==> config.mk <==
export PLATFORM = sky130hd
export DESIGN_NAME = wir_ctrl_top
export DESIGN_NICKNAME = d
export VERILOG_FILES = /design/src/rtl/wir_pkg.sv /design/src/rtl/wir_ctl_decode.sv /design/src/rtl/wir_shift_update.sv /design/src/rtl/wir_mode_decode.sv /design/src/rtl/wir_ctrl_top.sv
export SDC_FILE = /design/constraint.sdc
export NUM_CORES = 1
export LEC_CHECK = 0
export ABC_CLOCK_PERIOD_IN_PS = 2800
export CAP_MARGIN = 0
export CORE_AREA = 2 2 39 41
export CTS_BUF_LIST = sky130_fd_sc_hd__clkbuf_8 sky130_fd_sc_hd__clkbuf_16
export DETAILED_ROUTE_END_ITERATION = 10
export DIE_AREA = 0 0 41 43
export HOLD_SLACK_MARGIN = 0.08
export PLACE_DENSITY = 0.77
export SLEW_MARGIN = 20
export SYNTH_ARGS = -nofsm -noshare
export SYNTH_HDL_FRONTEND = slang
export SYNTH_SLANG_ARGS = --single-unit
==> constraint.sdc <==
create_clock -name clk -period 2.8 [get_ports clk]
set_input_delay 0.56 -clock clk [delete_from_list [all_inputs] [get_ports clk]]
set_output_delay 0.56 -clock clk [all_outputs]
set_load 0.01 [all_outputs]
==> src/rtl/wir_pkg.sv <==
package wir_pkg;

   localparam int unsigned NUM_MODES = 6;

   // Bit positions of the one-hot wrapper mode vector
   typedef enum int unsigned {
      M_NORMAL  = 0,
      M_SER_INT = 1,
      M_SER_EXT = 2,
      M_BYPASS  = 3,
      M_PAR_INT = 4,
      M_PAR_EXT = 5
   } mode_idx_e;

   // Decoded meaning of the control lines
   typedef struct packed {
      logic recv;
      logic shift;
      logic update;
   } ctl_dec_t;

endpackage

==> src/rtl/wir_ctl_decode.sv <==
module wir_ctl_decode
   import wir_pkg::*;
#(
   parameter int unsigned CTL_W     = 6,
   parameter int unsigned SHIFT_BIT = 5,
   parameter logic [CTL_W-2:0] RECV_PAT = 5'b00001,
   parameter logic [CTL_W-1:0] UPD_PAT  = 6'b100010
) (
   input  logic [CTL_W-1:0] wctl,
   output ctl_dec_t         dec
);

   localparam int unsigned LOW_W = CTL_W - 1;

   if (CTL_W != 6) begin : g_bad_width
      $error("wir_ctl_decode: CTL_W must be 6");
   end
   if (SHIFT_BIT != CTL_W - 1) begin : g_bad_shift
      $error("wir_ctl_decode: shift line must be the top control line");
   end

   logic recv_match;

   assign recv_match = (wctl[LOW_W-1:0] == RECV_PAT);

   always_comb begin
      dec.recv   = recv_match;
      dec.shift  = recv_match & wctl[SHIFT_BIT];
      dec.update = (wctl == UPD_PAT);
   end

endmodule

==> src/rtl/wir_shift_update.sv <==
module wir_shift_update #(
   parameter int unsigned IR_LEN = 6,
   parameter logic [IR_LEN-1:0] RESET_CODE = '0
) (
   input  logic              clk,
   input  logic              rst_n,
   input  logic              shift_en,
   input  logic              update_en,
   input  logic              ser_in,
   output logic [IR_LEN-1:0] shift_q,
   output logic [IR_LEN-1:0] upd_q
);

   if (IR_LEN < 2) begin : g_bad_len
      $error("wir_shift_update: IR_LEN must be at least 2");
   end

   // Shift stage: new bits enter at the LSB, so the first bit ends at the MSB
   always_ff @(posedge clk or negedge rst_n) begin
      if (!rst_n) begin
         shift_q <= '0;
      end else if (shift_en) begin
         shift_q <= {shift_q[IR_LEN-2:0], ser_in};
      end
   end

   // Update stage: only this one drives the wrapper mode
   always_ff @(posedge clk or negedge rst_n) begin
      if (!rst_n) begin
         upd_q <= RESET_CODE;
      end else if (update_en) begin
         upd_q <= shift_q;
      end
   end

endmodule

==> src/rtl/wir_mode_decode.sv <==
module wir_mode_decode
   import wir_pkg::*;
#(
   parameter int unsigned IR_LEN = 6,
   parameter logic [IR_LEN-1:0] CODE_NORMAL  = 6'b000000,
   parameter logic [IR_LEN-1:0] CODE_SER_INT = 6'b111000,
   parameter logic [IR_LEN-1:0] CODE_SER_EXT = 6'b000011,
   parameter logic [IR_LEN-1:0] CODE_BYPASS  = 6'b000100,
   parameter logic [IR_LEN-1:0] CODE_PAR_INT = 6'b000001,
   parameter logic [IR_LEN-1:0] CODE_PAR_EXT = 6'b000010
) (
   input  logic [IR_LEN-1:0]    instr,
   output logic [NUM_MODES-1:0] mode
);

   // Entry i is the code of mode bit i
   localparam logic [NUM_MODES-1:0][IR_LEN-1:0] CODES = {
      CODE_PAR_EXT, CODE_PAR_INT, CODE_BYPASS,
      CODE_SER_EXT, CODE_SER_INT, CODE_NORMAL
   };
   localparam logic [NUM_MODES-1:0] FALLBACK = NUM_MODES'(1) << M_BYPASS;

   for (genvar i = 0; i < NUM_MODES; i++) begin : g_uniq_i
      for (genvar j = i + 1; j < NUM_MODES; j++) begin : g_uniq_j
         if (CODES[i] == CODES[j]) begin : g_dup
            $error("wir_mode_decode: two modes share one code");
         end
      end
   end

   logic [NUM_MODES-1:0] hit;

   for (genvar m = 0; m < NUM_MODES; m++) begin : g_hit
      assign hit[m] = (instr == CODES[m]);
   end

   assign mode = (|hit) ? hit : FALLBACK;

endmodule

==> src/rtl/wir_ctrl_top.sv <==
module wir_ctrl_top
   import wir_pkg::*;
#(
   parameter int unsigned IR_LEN     = 6,
   parameter int unsigned CTL_W      = 6,
   parameter bit          ONEHOT_REG = 1'b0,
   parameter logic [IR_LEN-1:0] CODE_NORMAL  = 6'b000000,
   parameter logic [IR_LEN-1:0] CODE_SER_INT = 6'b111000,
   parameter logic [IR_LEN-1:0] CODE_SER_EXT = 6'b000011,
   parameter logic [IR_LEN-1:0] CODE_BYPASS  = 6'b000100,
   parameter logic [IR_LEN-1:0] CODE_PAR_INT = 6'b000001,
   parameter logic [IR_LEN-1:0] CODE_PAR_EXT = 6'b000010
) (
   input  logic                 clk,
   input  logic                 rst_n,
   input  logic [CTL_W-1:0]     wctl,
   input  logic                 ser_in,
   input  logic                 dp_ser_out,
   output logic                 ser_out,
   output logic [NUM_MODES-1:0] mode_sel
);

   localparam logic [NUM_MODES-1:0] RESET_MODE = NUM_MODES'(1) << M_NORMAL;

   if (IR_LEN < 3) begin : g_bad_len
      $error("wir_ctrl_top: IR_LEN must be at least 3");
   end

   ctl_dec_t          dec;
   logic [IR_LEN-1:0] shift_q;
   logic [IR_LEN-1:0] upd_q;
   logic [IR_LEN-1:0] dec_in;
   logic [NUM_MODES-1:0] dec_mode;

   wir_ctl_decode #(
      .CTL_W(CTL_W)
   ) u_ctl (
      .wctl (wctl),
      .dec  (dec)
   );

   wir_shift_update #(
      .IR_LEN     (IR_LEN),
      .RESET_CODE (CODE_NORMAL)
   ) u_ir (
      .clk       (clk),
      .rst_n     (rst_n),
      .shift_en  (dec.shift),
      .update_en (dec.update),
      .ser_in    (ser_in),
      .shift_q   (shift_q),
      .upd_q     (upd_q)
   );

   wir_mode_decode #(
      .IR_LEN       (IR_LEN),
      .CODE_NORMAL  (CODE_NORMAL),
      .CODE_SER_INT (CODE_SER_INT),
      .CODE_SER_EXT (CODE_SER_EXT),
      .CODE_BYPASS  (CODE_BYPASS),
      .CODE_PAR_INT (CODE_PAR_INT),
      .CODE_PAR_EXT (CODE_PAR_EXT)
   ) u_mode (
      .instr (dec_in),
      .mode  (dec_mode)
   );

   if (ONEHOT_REG) begin : g_mode_reg
      // Decode the shift stage and store the mode as one-hot flops
      logic [NUM_MODES-1:0] mode_q;
      assign dec_in = shift_q;
      always_ff @(posedge clk or negedge rst_n) begin
         if (!rst_n) begin
            mode_q <= RESET_MODE;
         end else if (dec.update) begin
            mode_q <= dec_mode;
         end
      end
      assign mode_sel = mode_q;
   end else begin : g_mode_comb
      // Decode the update stage directly
      assign dec_in   = upd_q;
      assign mode_sel = dec_mode;
   end

   // Serial output steering
   assign ser_out = dec.recv ? shift_q[IR_LEN-1] : dp_ser_out;

endmodule

Word-level counts from Yosys, hierarchy flattened
Index checks and enable logic that the tools add are counted.
Widths: inputs -> output; s select.
{ "word_totals": {"register_bits": 12, "latchBits": 0, "mem_bits_rw": 0, "mem_bits_ro": 0, "wordCells": 14, "mem_count": 0} }
{ "op_classes": {"add_sub_neg": 0, "n_mul": 0, "n_div": 0, "order_cmp": 0, "eq_ne": 7, "n_shift": 0, "mux": 2, "bitwise_logic": 1, "reduce_logical": 2} }
{ "ops": {"columns": ["operator", "count"], "rows": [
  ["$eq 6x2->1 const B", 2],
  ["$eq 6x6->1 const B", 2],
  ["$eq 6x1->1 const B", 1],
  ["$eq 6x3->1 const B", 1],
  ["$logic_not 6->1", 1],
  ["$mux 6", 1],
  ["$reduce_or 6->1", 1],
  ["$eq 5x1->1 const B", 1],
  ["$and 1x1->1", 1],
  ["$mux 1", 1]
]} }

Depth between registers and ports, before layout
Gate-level depths: netlist (run 1).
{ "depth": {"depth_word": 3, "depth_mapped": 3} }

By module
Synthesis (run 1) repeated with hierarchy kept, for this count alone.
{ "hier_totals": {"cells_unflattened": 42, "hier_area_um2": 641.9} }
{ "modules_own_cells": {"columns": ["module", "n_inst", "cells_each", "area_per_inst_um2", "seq_area_each_um2"], "rows": [
  ["wir_shift_update", 1, 26, 503.0, 300.3],
  ["wir_mode_decode", 1, 10, 76.3, 0.0],
  ["wir_ctl_decode", 1, 5, 47.5, 0.0],
  ["wir_ctrl_top", 1, 1, 15.0, 0.0]
]} }

Worst setup path after synthesis (run 1)
Ideal clock, no wire load.
{ "synth_path": {"path_type": "reg-to-output", "start": "register u_ir.upd_q[3]", "end": "output mode_sel[0]", "arrival_ns": 1.197, "required_time_ns": 2.240, "path_slack_ns": 1.043, "stages_incl_launch_ff": 3, "n_path_buf": 0, "cell_sequence": "dfrtp_1 nor4_1 nor3b_1"} }
{ "synth_between": {"elab_chain_len": 3, "elab_cells_between_ends": 8} }
{ "synth_rtl": {"columns": ["element", "line", "rtl"], "rows": [
  ["from (decl)", "wir_shift_update.sv:11", "output logic [IR_LEN-1:0] upd_q"],
  ["from (signal assigned)", "wir_shift_update.sv:32", "upd_q <= shift_q;"],
  ["$eq 6x6->1 (tied with other cells)", "wir_mode_decode.sv:34", "assign hit[m] = (instr == CODES[m]);"],
  ["$reduce_or 6->1", "wir_mode_decode.sv:37", "assign mode = (|hit) ? hit : FALLBACK;"],
  ["$mux 6 *", "wir_mode_decode.sv:37", null],
  ["to (decl)", "wir_ctrl_top.sv:20", "output logic [NUM_MODES-1:0] mode_sel"]
]} }
Every way passes the cells marked *; elsewhere a longest branch is shown, timed or not.

Final worst setup path (run 1)
{ "layout_path": {"start": "input wctl[0]", "end": "output ser_out"} }
{ "layout_between": {"elab_chain_len": 2} }
{ "layout_rtl": {"columns": ["element", "line", "rtl"], "rows": [
  ["from (decl)", "wir_ctrl_top.sv:16", "input logic [CTL_W-1:0] wctl,"],
  ["$eq 5x1->1", "wir_ctl_decode.sv:24", "assign recv_match = (wctl[LOW_W-1:0] == RECV_PAT);"],
  ["$mux 1", "wir_ctrl_top.sv:87", "assign ser_out = dec.recv ? shift_q[IR_LEN-1] : dp_ser_out;"],
  ["to (decl)", "wir_ctrl_top.sv:19", "output logic ser_out,"]
]} }
Every way passes these cells.

==> run metrics, run 1 <==
status=complete, no violations; # nets final=71; worst path bufs/invs=2; worst r2r path cells=1; Die H=43 um; TNS Setup=0 ns; simple-gate share of the synthesized area=20.3%; Synth Area in XOR/XNOR=0%; crit end category=primary output; Cell Count, Final, Fillers Out=76; Hold/Removal Path Class=reg2reg; Hold Fails Final Rpt=0; Crit path depth=5; core area=1380 um2; WL per Instance=11.5 um; Synth Register Bits=12; Yosys warning count=0; CP max FO=2; Die Wd=41 um; CTS tree=built; mux share of post-synthesis cell area=26.1%; Starting Density=40.5%; Reg area=300 um2; CTS sink cnt=12; most frequent cells after synthesis=12 x dfrtp_1, 11 x mux2_2, 2 x mux2_1, 2 x nand2_1, 2 x nor2_1; sequential area share after synthesis=53.6%; Post-synth EDFFs=0; I/O pin count=17; Main synth FF type=dfrtp_1; cell accounting for the most synthesized area=dfrtp_1; Area Overhead vs Synth=43.3%; Remaining Overflow, GRT=0; Hold Crit Depth=1; Rel. slew slack=59.4%; synthesized cell area=561 um2; GRT Util Overall=12.6%; Crit path largest cell delay=0.52 ns; pre-CTS setup slack=0.190 ns; Synth top area share=53.6%; worst path required time=2.24 ns; critical-path cell list=clkdlybuf4s50_1, nor2b_1, nand2_1, mux2_2, clkdlybuf4s50_1; CP delay by family, top=buffers and inverters; antenna diode count=0; DRC viols=0; global-route wire length before repair=1470 um; H-tree depth=1; Clock transition at path regs=0.05 ns; Adder-Cell Fraction of Synth Area=0%; Final WS setup=0.199 ns; layout cells sized above 1=31.7%; period utilization=92.9%; FP Rows=14; Clock Tree Root=clkbuf_8; Tightest Pin Transition=0.604 ns; CTS max path bufs=2; pwr dens=528 nW/um2; Cell Count Post-Placement=72; number of port buffers=16; GPL Wtd Cong=0.682; total number of vias=372; RSZ-0062 raised after global routing=no; initial drt markers=1; crit start category=input pin; Resize count post-CTS=0; Compound-Gate Fraction of Synth Area=0%; CTS Hold Bufs=0; DP Wirelength=705 um; crit path max-delay cell type=clkdlybuf4s50_1; Most Frequent Cell on Critical Path=clkdlybuf4s50_1; library cells used by synthesis=15; Final Core Density=58.0%; largest net degree at the start of global routing=13; vias in the first global route=361; fillers=123; area of the multi-input gates=260 um2; clock latency on the worst-skew pair=0.24 ns; initial antenna violation count=0; largest family of logic cells by synthesized area=multiplexers; Final Setup Violations=0; syn avg cell area=14.4 um2; die area=1760 um2; post-CTS setup buffers=0; Max Clk Rate=0.384 GHz; MaxCap Viol Count=0; Num CTS Buffers=3; DR pass1 iterations=3; fin crit period=2.60 ns; fraction of registers with async set/reset=100%; Max Clock Skew=0.000274 ns; syn_nets=49; ranking of synthesized cells by area=dfrtp_1 54%, mux2_2 22%, nand4b_4 4.2%; Slew Viols, Final=0; Syn Inst Count=39; Worst VDD drop=0.000375 V; Leakage=0.391 nW; most common cell in the synthesized netlist=dfrtp_1; CP arrival=2.04 ns; ANT nets after route=0; DR vias/cell=4.89; critical path class=in2out; final WL=873 um
-- cells by family after synthesis --
| logic type | after synthesis |
|---|---|
| and+or+nand+nor | 14 |
| muxes | 13 |
| DFF | 12 |
-- layout make-up --
type	instances	share of cell area [%]
Sequential cell	12	37.4
Multi-Input combinational cell	27	32.4
Timing Repair Buffer	17	20.9
Clock buffer	4	6.85
Tap cell	16	2.49
-- routing by layer --
metal / wire length (um) / part of all wire, % / vias up / track usage, %
met5: 0 / 0 / - / 0
met4: 13 / 1.5 / 0 / 8.00
met3: 25 / 2.9 / 2 / 3.14
met2: 432 / 49 / 9 / 18.1
met1: 401 / 46 / 175 / 16.0
li1: - / - / 186 / -
-- path summary, 6_finish.rpt --
check / from / end / slack, ns
worst max-delay path: wctl[0] / ser_out / 0.20
worst min-delay path: u_ir.shift_q[3] / u_ir.shift_q[3] / 0.52
worst max register to register: u_ir.upd_q[1] / u_ir.upd_q[1] / 1.99
worst min register to register: u_ir.shift_q[3] / u_ir.shift_q[3] / 0.52
max in group asynchronous: rst_n / u_ir.shift_q[3] / 1.80
min in group asynchronous: rst_n / u_ir.upd_q[0] / 0.66
-- registers in the layout, summed over array words and instances (netlist names) --
| signal | count |
|---|---|
| u_ir.upd_q | 6 |
| u_ir.shift_q | 6 |
-- through the flow --
| stage | total power, W | area [um2] | hold WS [ns] |
|---|---|---|---|
| 3_3_place_gp | 0.000243 | 748 | 0.500 |
| 4_1_cts | 0.000429 | 803 | 0.527 |
| 5_1_grt | 0.000442 | 803 | 0.550 |
| 6_report | 0.000424 | 803 | 0.523 |
| 3_5_place_dp | 0.000245 | 748 | 0.515 |
| 2_1_floorplan | 0.000210 | 561 | 0.264 |
-- report_power, final --
part           switching, W   total, W  internal (W)
registers        0.00000775   0.000190      0.000182
logic             0.0000181  0.0000516     0.0000335
clock network     0.0000589   0.000183      0.000124
-- layout by cell type, fill, tap and decap left out, types with 2 or more instances in the layout --
master and instances:
nand2_1 2, dfrtp_1 12, mux2_1 2, clkdlybuf4s50_1 16, nor2_1 2, clkbuf_8 4
mux2_2 11
Note: power is estimated with default switching activity, not from simulation.
==> inputs of run 2 (changes only) <==
Settings changed: CTS_CLUSTER_DIAMETER set to 60.
==> results of run 2 <==
Same layout as run 1: the final DEF is identical, and so are final timing and power.
==> inputs of run 3 (changes only) <==
Settings changed: ABC_CLOCK_PERIOD_IN_PS 2800 to 3010, SLEW_MARGIN 20 to not set.
Clock period 2.8 ns to 3.01 ns, I/O delays scaled along.
==> run 3 against run 2 <==
  * Via count is 4.0% lower
  * Global-route usage decreased by 0.77 points
  * Clock skew about the same
  * Clock power fell by 25%
  * Critical endpoint unchanged
==> run metrics, run 3 (synthesized netlist as in run 1, its figures left out) <==
antenna diode count=0 (unchanged); period utilization=91.9%; layout cells sized above 1=29.3% (-2.4 points); Hold Fails Final Rpt=0 (unchanged); FP Rows=14 (unchanged); Num CTS Buffers=3 (unchanged); total number of vias=357 (-4.0%); most frequent cells in the layout=16 x clkdlybuf4s50_1, 12 x dfrtp_1, 11 x mux2_2, 3 x clkbuf_8; crit end category=primary output; Final WS setup=0.243 ns (+0.0443 ns); fin crit period=2.77 ns; Final Core Density=56.5% (-1.5 points); Tightest Pin Transition=0.605 ns (+0.00120 ns); CP max FO=3 (+1); Rel. slew slack=59.3% (-0.081 points); r2r endpoint=u_ir.upd_q[1]; MaxCap Viol Count=0 (unchanged); biggest regs=u_ir.shift_q: 6 flops, u_ir.upd_q: 6 flops; critical path class=in2out; status=complete, no violations; crit start category=input pin; Leakage=0.379 nW (-3.2%); final WL=821 um (-6.0%); Hold Crit Depth=1 (unchanged); worst r2r path cells=1 (unchanged); CTS sink cnt=12 (unchanged); Hold/Removal Path Class=reg2reg; ANT nets after route=0 (unchanged); CTS tree=built; Clock Tree Root=clkbuf_8; commonest non-fill, non-tap cell in the layout=clkdlybuf4s50_1; clock latency on the worst-skew pair=0.23 ns (about the same); post-CTS setup buffers=0 (unchanged); core area=1380 um2 (unchanged); Cell Count, Final, Fillers Out=74 (-2.6%); Cell Count Post-Placement=71 (-1.4%); worst path required time=2.41 ns (+0.17 ns); DR vias/cell=4.82 (-1.4%); Clock transition at path regs=0.05 ns (about the same); Final Setup Violations=0 (unchanged); Max Clk Rate=0.361 GHz; initial drt markers=5 (+4); Worst VDD drop=0.000284 V (-24%); I/O pin count=17 (unchanged); vias in the first global route=331 (-8.3%); initial antenna violation count=0 (unchanged); CTS Hold Bufs=0 (unchanged); Slew Viols, Final=0 (unchanged); Die H=43 um (unchanged); GRT Util Overall=11.8% (-0.77 points); pre-CTS setup slack=0.224 ns (+0.0342 ns); H-tree depth=1 (unchanged); GPL Wtd Cong=0.655 (-4.0%); Area Overhead vs Synth=39.5%; Max Clock Skew=0.000484 ns (+0.000210 ns); reg2reg start=u_ir.upd_q[1]; number of port buffers=16 (unchanged); die area=1760 um2 (unchanged); min-delay src=u_ir.shift_q[4]; WL per Instance=11.1 um (-3.4%); pwr dens=462 nW/um2 (-13%); largest net degree at the start of global routing=13 (unchanged); CP arrival=2.17 ns (+0.13 ns); Die Wd=41 um (unchanged); RSZ-0062 raised after global routing=no; Resize count post-CTS=0 (unchanged); R2R Setup Slk=2.20 ns (+0.21 ns); global-route wire length before repair=1380 um (-6.1%); Starting Density=40.5% (unchanged); TNS Setup=0 ns (unchanged); DR pass1 iterations=4 (+1); CTS max path bufs=2 (unchanged); # nets final=70 (-1.4%); hold-critical path endpoint=u_ir.shift_q[5]; DRC viols=0 (unchanged); Remaining Overflow, GRT=0 (unchanged)
## run 3: changes by cell type in the layout (fill, tap and decap cells not counted), sizes merged
cell    before  now
buf          1    0
clkbuf       4    3
## run 3: power breakdown
group,switching [W],total [W],internal [W]
logic,0.0000168,0.0000473,0.0000306
clock network,0.0000501,0.000138,0.0000874
registers,0.00000672,0.000176,0.000170
## run 3: per-layer routing
layer | up-vias | routed length, um | GRT usage [%]
li1 | 183 | - | -
met2 | 11 | 369 | 16.3
met3 | 4 | 34 | 4.71
met1 | 159 | 398 | 14.4
met4 | 0 | 19 | 8.00
met5 | - | 0 | 0
## run 3: through the flow
stage / hold WS [ns] / instance area [um2] / power [W]
CTS: 0.516 / 782 / 0.000367
floorplan: 0.306 / 561 / 0.000195
global route: 0.529 / 782 / 0.000380
finish: 0.510 / 782 / 0.000361
detailed placement: 0.505 / 741 / 0.000227
global placement: 0.497 / 741 / 0.000226
## run 3: worst max path at each step
stage	from	end	slack, ns	cells past startpoint
floorplan	wctl[3]	ser_out	1.18	3
global placement	wctl[3]	ser_out	0.25	5
detailed placement	wctl[3]	ser_out	0.22	5
CTS	wctl[3]	ser_out	0.23	5
global route	wctl[2]	ser_out	0.19	5
finish	wctl[3]	ser_out	0.24	5
## run 3: critical path, stage by stage
cell             delay [ns]
clkdlybuf4s50_1        0.44
nor3_4                 0.28
nand2_1                0.10
mux2_2                 0.22
clkdlybuf4s50_1        0.52
## run 3: cell type report
cell class / count / area, um2
Clock buffer: 3 / 41.3
Fill cell: 122 / 602
Multi-Input combinational cell: 27 / 260
Sequential cell: 12 / 300
Tap cell: 16 / 20.0
Timing Repair Buffer: 16 / 160
